===== src/rtl/i2c_addr_pkg.sv =====
package i2c_addr_pkg;
    parameter int ADDR_W  = 10;
    parameter int BYTE_W  = 8;
    parameter int SHORT_W = 7;
    localparam int HI_W   = ADDR_W - BYTE_W;
    localparam int PFX_W  = BYTE_W - HI_W - 1;
    localparam logic [PFX_W-1:0] TEN_PFX = 5'b11110;

    typedef enum logic [1:0] {
        S_ADDR1  = 2'd0,
        S_ADDR2  = 2'd1,
        S_IGNORE = 2'd2
    } match_state_t;
endpackage


===== src/rtl/i2c_addr_cmp.sv =====
module i2c_addr_cmp
    import i2c_addr_pkg::*;
(
    input  logic [BYTE_W-1:0] byte_i,
    input  logic [ADDR_W-1:0] own_addr_i,
    input  logic [ADDR_W-1:0] addr_mask_i,
    input  logic              accept_all_i,
    input  logic              gcall_en_i,
    output logic              short_ok_o,
    output logic              hi_ok_o,
    output logic              lo_ok_o,
    output logic              gcall_ok_o
);
    // per-bit agreement of the byte against each address slice, mask forgives
    logic [SHORT_W-1:0] short_eq;
    logic [HI_W-1:0]    hi_eq;
    logic [BYTE_W-1:0]  lo_eq;

    genvar gi;
    generate
        for (gi = 0; gi < SHORT_W; gi++) begin : g_short
            assign short_eq[gi] = (byte_i[gi+1] == own_addr_i[gi]) | addr_mask_i[gi];
        end
        for (gi = 0; gi < HI_W; gi++) begin : g_hi
            assign hi_eq[gi] = (byte_i[gi+1] == own_addr_i[BYTE_W+gi]) | addr_mask_i[BYTE_W+gi];
        end
        for (gi = 0; gi < BYTE_W; gi++) begin : g_lo
            assign lo_eq[gi] = (byte_i[gi] == own_addr_i[gi]) | addr_mask_i[gi];
        end
    endgenerate

    logic pfx_ok;
    assign pfx_ok     = (byte_i[BYTE_W-1 -: PFX_W] == TEN_PFX);
    assign short_ok_o = accept_all_i | (&short_eq);
    assign hi_ok_o    = accept_all_i | (pfx_ok & (&hi_eq));
    assign lo_ok_o    = accept_all_i | (&lo_eq);
    assign gcall_ok_o = gcall_en_i & (byte_i == '0);
endmodule


===== src/rtl/i2c_addr_fsm.sv =====
module i2c_addr_fsm
    import i2c_addr_pkg::*;
(
    input  logic clk,
    input  logic rst_n,
    input  logic restart_i,
    input  logic byte_vld_i,
    input  logic ten_bit_i,
    input  logic short_ok_i,
    input  logic hi_ok_i,
    input  logic lo_ok_i,
    input  logic gcall_ok_i,
    output logic ack_o,
    output logic hit_o,
    output logic gcall_o
);
    match_state_t state, state_nxt;
    logic ack_d, hit_d, gc_d;

    // next-state decision
    always_comb begin
        state_nxt = state;
        if (restart_i) begin
            state_nxt = S_ADDR1;
        end else if (byte_vld_i) begin
            unique case (state)
                S_ADDR1: begin
                    if (!gcall_ok_i && ten_bit_i && hi_ok_i) state_nxt = S_ADDR2;
                    else                                     state_nxt = S_IGNORE;
                end
                S_ADDR2:  state_nxt = S_IGNORE;
                S_IGNORE: state_nxt = S_IGNORE;
                default:  state_nxt = S_IGNORE;
            endcase
        end
    end

    // response decision for the byte in flight
    always_comb begin
        ack_d = 1'b0;
        hit_d = 1'b0;
        gc_d  = 1'b0;
        if (!restart_i && byte_vld_i) begin
            unique case (state)
                S_ADDR1: begin
                    if (gcall_ok_i) begin
                        ack_d = 1'b1;
                        gc_d  = 1'b1;
                    end else if (!ten_bit_i) begin
                        ack_d = short_ok_i;
                        hit_d = short_ok_i;
                    end else begin
                        ack_d = hi_ok_i;
                    end
                end
                S_ADDR2: begin
                    ack_d = lo_ok_i;
                    hit_d = lo_ok_i;
                end
                S_IGNORE: ;
                default: ;
            endcase
        end
    end

    always_ff @(posedge clk or negedge rst_n) begin
        if (!rst_n) state <= S_ADDR1;
        else        state <= state_nxt;
    end

    always_ff @(posedge clk or negedge rst_n) begin
        if (!rst_n) begin
            ack_o   <= 1'b0;
            hit_o   <= 1'b0;
            gcall_o <= 1'b0;
        end else begin
            ack_o   <= ack_d;
            hit_o   <= hit_d;
            gcall_o <= gc_d;
        end
    end

    // a hit and a general call never coexist
    assert_gcall_excl_R5: assert property (@(posedge clk) disable iff (!rst_n)
        !(hit_o && gcall_o));
    // every positive result is acknowledged
    assert_hit_acked_R1: assert property (@(posedge clk) disable iff (!rst_n)
        (hit_o || gcall_o) |-> ack_o);
    // a response only follows an accepted byte strobe
    assert_resp_follows_byte_R1: assert property (@(posedge clk) disable iff (!rst_n)
        ack_o |-> $past(byte_vld_i && !restart_i));
    // restart returns to first-byte state with no response
    assert_restart_home_R7: assert property (@(posedge clk) disable iff (!rst_n)
        restart_i |=> (state == S_ADDR1) && !ack_o);
    // bytes after the decision are silent
    assert_ignore_silent_R6: assert property (@(posedge clk) disable iff (!rst_n)
        (state == S_IGNORE && byte_vld_i && !restart_i) |=> !ack_o);
    // low-byte state only entered from the first-byte state
    assert_addr2_entry_R2: assert property (@(posedge clk) disable iff (!rst_n)
        (state == S_ADDR2 && !$past(state == S_ADDR2)) |-> $past(state == S_ADDR1 && ten_bit_i));
endmodule


===== src/rtl/i2c_addr_match.sv =====
module i2c_addr_match
    import i2c_addr_pkg::*;
(
    input  logic              clk,
    input  logic              rst_n,
    input  logic              restart_i,
    input  logic              byte_vld_i,
    input  logic [BYTE_W-1:0] byte_i,
    input  logic [ADDR_W-1:0] own_addr_i,
    input  logic [ADDR_W-1:0] addr_mask_i,
    input  logic              ten_bit_i,
    input  logic              gcall_en_i,
    input  logic              accept_all_i,
    output logic              ack_o,
    output logic              hit_o,
    output logic              gcall_o
);
    logic short_ok, hi_ok, lo_ok, gcall_ok;

    i2c_addr_cmp u_cmp (
        .byte_i       (byte_i),
        .own_addr_i   (own_addr_i),
        .addr_mask_i  (addr_mask_i),
        .accept_all_i (accept_all_i),
        .gcall_en_i   (gcall_en_i),
        .short_ok_o   (short_ok),
        .hi_ok_o      (hi_ok),
        .lo_ok_o      (lo_ok),
        .gcall_ok_o   (gcall_ok)
    );

    i2c_addr_fsm u_fsm (
        .clk        (clk),
        .rst_n      (rst_n),
        .restart_i  (restart_i),
        .byte_vld_i (byte_vld_i),
        .ten_bit_i  (ten_bit_i),
        .short_ok_i (short_ok),
        .hi_ok_i    (hi_ok),
        .lo_ok_i    (lo_ok),
        .gcall_ok_i (gcall_ok),
        .ack_o      (ack_o),
        .hit_o      (hit_o),
        .gcall_o    (gcall_o)
    );
endmodule


===== config.mk =====
export PLATFORM = sky130hd
export DESIGN_NAME = i2c_addr_match
export DESIGN_NICKNAME = d
export VERILOG_FILES = /design/src/rtl/i2c_addr_pkg.sv /design/src/rtl/i2c_addr_cmp.sv /design/src/rtl/i2c_addr_fsm.sv /design/src/rtl/i2c_addr_match.sv
export SDC_FILE = /design/constraint.sdc
export NUM_CORES = 1
export LEC_CHECK = 0
export ABC_AREA = 1
export BUFFER_PORTS_ARGS = -buffer_cell sky130_fd_sc_hd__clkbuf_2
export CAP_MARGIN = 25
export CORE_MARGIN = 4
export CORE_UTILIZATION = 38
export CTS_CLUSTER_DIAMETER = 200
export DETAILED_ROUTE_END_ITERATION = 10
export GPL_TIMING_DRIVEN = 0
export HOLD_SLACK_MARGIN = 0.05
export PLACE_DENSITY_LB_ADDON = 0.15
export RECOVER_POWER = 50
export SLEW_MARGIN = 20
export SYNTH_ARGS = -nofsm -noshare
export SYNTH_HDL_FRONTEND = slang
export SYNTH_SLANG_ARGS = --single-unit

===== constraint.sdc =====
create_clock -name clk -period 0.9 [get_ports clk]
set_input_delay 0.045 -clock clk [delete_from_list [all_inputs] [get_ports clk]]
set_output_delay 0.045 -clock clk [all_outputs]
set_load 0.03 [all_outputs]

==> results by group <==
Place
  – Area after DPL: 853 µm²
  – Final Wtd Congestion: 0.761
  – Dpl ws: -0.139 ns
  – Cell total after placement: ~180
  – Hpwl dp: about 1500 µm
  – Port bufs: 37

Timing
  – Worst Hold Margin: ~0.06 ns
  – Worst rel slew slack: 0.814
  – Fin crit period: 1.02 ns
  – Final count of negative-setup-slack endpoints: 4
  – Slew Limit Fails: 0
  – Final Hold Fails: 0
  – Fin Clk Skew: approximately 0.0036 ns
  – Period utilisation layout: 1.14
  – Fmax: 0.977 GHz
  – Unrepaired setup endpoints after global routing: yes
  – Worst-Margin Slew: roughly 0.28 ns
  – Worst setup margin: -0.123 ns

CTS
  – CTS tree: yes
  – Num CTS Buffers: 3
  – Clock latency at the later pin of the worst-skew pair: 0.24 ns
  – Max H-tree Level: 1
  – Clk slew on worst S/H paths: about 0.04 ns
  – Root Buffer: clkbuf_4
  – CTS sink cnt: 5
  – Postcts setup bufs: 0
  – Clock tree buffer depth: 2

Cells and area
  – Final design utilization: 0.582
  – Antenna cells: 0
  – Fin nets: between 200 and 250
  – Layout cells sized above 1: 0.321
  – Post-route insts no fill: about 180
  – Design area: 907 µm²
  – P&R area growth vs syn: 40.5%

Setup path
  – Setup CP Type: reg2reg
  – Slowest CP cell: dfrtp_1
  – Top cell family by delay on the critical path: flip-flops
  – Crit path max fanout: 3
  – Reg-to-reg slack, setup: -0.12 ns
  – CP Cell Sequence: nor2_4 > inv_2 > nor2_4 > nand3_2 > nand3_2 > o21ai_2
  – CP max stage delay: 0.42 ns
  – Crit path buf inv count: 1
  – CP Launch Type: flip-flop
  – Critical Path RT: around 1.0 ns
  – Element type at the critical path end: flip-flop
  – Worst endpoint data arrival time: 1.15 ns

GRT
  – First-pass GRT wire length: about 2800 µm
  – Grt total ovfl: 0
  – Total track usage: 0.143
  – Largest net degree at the start of global routing: 7
  – Initial antenna violation count: 0
  – Number of global-route vias before repair: between 700 and 800

Yosys
  – Ys flop type: dfrtp_1
  – Syn Inst Count: 126
  – Yosys top cell by area: nand2_1
  – Post-synthesis sequential area ratio: 0.194
  – Post-synth top area share: 0.250
  – Warnings from Yosys: 0
  – Syn_area_per_cell: 5.12 µm²
  – Fraction of registers with async set/reset: 1.00
  – Synthesis-stage register bit count: 5
  – Area contributors post-synth: nand2_1, dfrtp_1, inv_1, nand3_1, nor2_1
  – Post-synth EDFFs: 0
  – Synth Cell Area: 646 µm²
  – Post-synth net total: 161
  – Count leader, synth: nand2_1
  – Netlist cell types: 18
  – Synth top cells by count: nand2_1, inv_1, nand3_1

Drt
  – DR vias: 866
  – DRT Wirelength: 1630 µm
  – DRC Markers: 0
  – Remaining antenna violation count: 0
  – Wirelength per Cell: 8.88 µm
  – DR pass1 iterations: 4
  – Routed vias/inst: 4.71
  – Initial drt markers: 8

Worst hold path
  – Hold Crit Class: in2reg

Run status
  – Failing checks: setup timing
  – Status: complete, but fails checks

Floorplan
  – Initial Utilization: 0.414
  – Std-Cell Rows: 14
  – Die area: ~2400 µm²
  – DIE WIDTH: 49.2 µm
  – Core ar.: 1560 µm²
  – Die H: 49.2 µm
  – # IOs: 38

Flow run
  – Max cap viols: 0

Power
  – Worst vdd ir: 0.494 mV
  – Pwr/cell area: 889 nW/µm²
  – LEAKAGE: roughly 0.57 nW
## sequential cells by signal, summed over array words and instances (netlist names)
| register | cells |
|---|---|
| u_fsm.state | 2 |
| u_fsm.ack_o | 1 |
| u_fsm.gcall_o | 1 |
| u_fsm.hit_o | 1 |
## layer usage
layer / vias to the layer above / global-route usage / wire (µm)
li1: 471 / - / -
met1: 370 / 0.164 / 709
met2: 25 / 0.261 / 801
met3: 0 / 0.0367 / 122
met4: 0 / 0.0284 / 0
met5: - / 0 / 0
## kinds of logic (layout without fill, tap and decap cells)
group                  Yosys count  count (layout)  share of synthesized area
flip-flops                       5               5                      0.194
buffers and inverters           29              71                      0.169
AO/OA/AOI/OAI                    9               9                     0.0872
AND/OR/NAND/NOR                 83              83                      0.550
## area by class of cell
cell class	instances	area, µm²
clock buffers	4	26.3
fillers	172	652
inverters	29	109
multi-input cells	92	433
flip-flops and latches	5	125
well taps	16	20.0
repair buffers	38	194
## path summary, 6_finish.rpt
| kind | cells past startpoint | start | endpoint |
|---|---|---|---|
| max in group asynchronous | 2 | rst_n | u_fsm.gcall_o |
| setup reg to reg | 6 | u_fsm.state[1] | u_fsm.state[1] |
| hold reg to reg | 3 | u_fsm.state[0] | u_fsm.ack_o |
| min in group asynchronous | 2 | rst_n | u_fsm.state[0] |
| setup / recovery | 6 | u_fsm.state[1] | u_fsm.state[1] |
| hold / removal | 3 | byte_vld_i | u_fsm.state[1] |
## worst reg2reg max path, cell delays in order, from the launching register on
cell     delay, ns
dfrtp_1       0.42
nor2_4        0.13
inv_2         0.06
nor2_4        0.11
nand3_2       0.08
nand3_2       0.07
o21ai_2       0.05
## where the power goes
part / switching, mW / leakage, nW / total, mW / internal (mW)
Clock: 0.0815 / 0.0150 / 0.249 / 0.167
Combinational: 0.177 / 0.491 / 0.316 / 0.138
Sequential: 0.00776 / 0.0679 / 0.242 / 0.235
## per-stage QoR
stage	total power, mW	setup TNS (ns)
floorplan	0.411	-0.0605
global placement	0.539	-0.299
detailed placement	0.548	-0.381
CTS	0.808	-0.262
global route	0.893	-0.819
finish	0.807	-0.359
## repair_timing
action                                  4_1_cts  5_1_grt
hold buffers                                  1        0
endpoints found under the setup margin        3        5
hold endpoints to repair                      5        0
pin swaps                                     3        4
resized for setup                             0        4
cloned                                        0        0
## cell usage in the layout, fill, tap and decap left out
cell type,count
a21oi_1,2
a21oi_2,2
clkbuf_1,2
clkbuf_2,36
clkbuf_4,3
clkinv_1,1
dfrtp_1,5
dlygate4sd3_1,1
inv_1,22
inv_2,6
nand2_1,43
nand2_2,1
nand3_1,15
nand3_2,2
nand4_1,3
nor2_1,15
nor2_4,2
nor4_1,1
o21ai_0,1
o21ai_1,1
o21ai_2,1
o21bai_1,1
o22ai_1,1
or2_2,1
(Power assumes the default switching activity.)
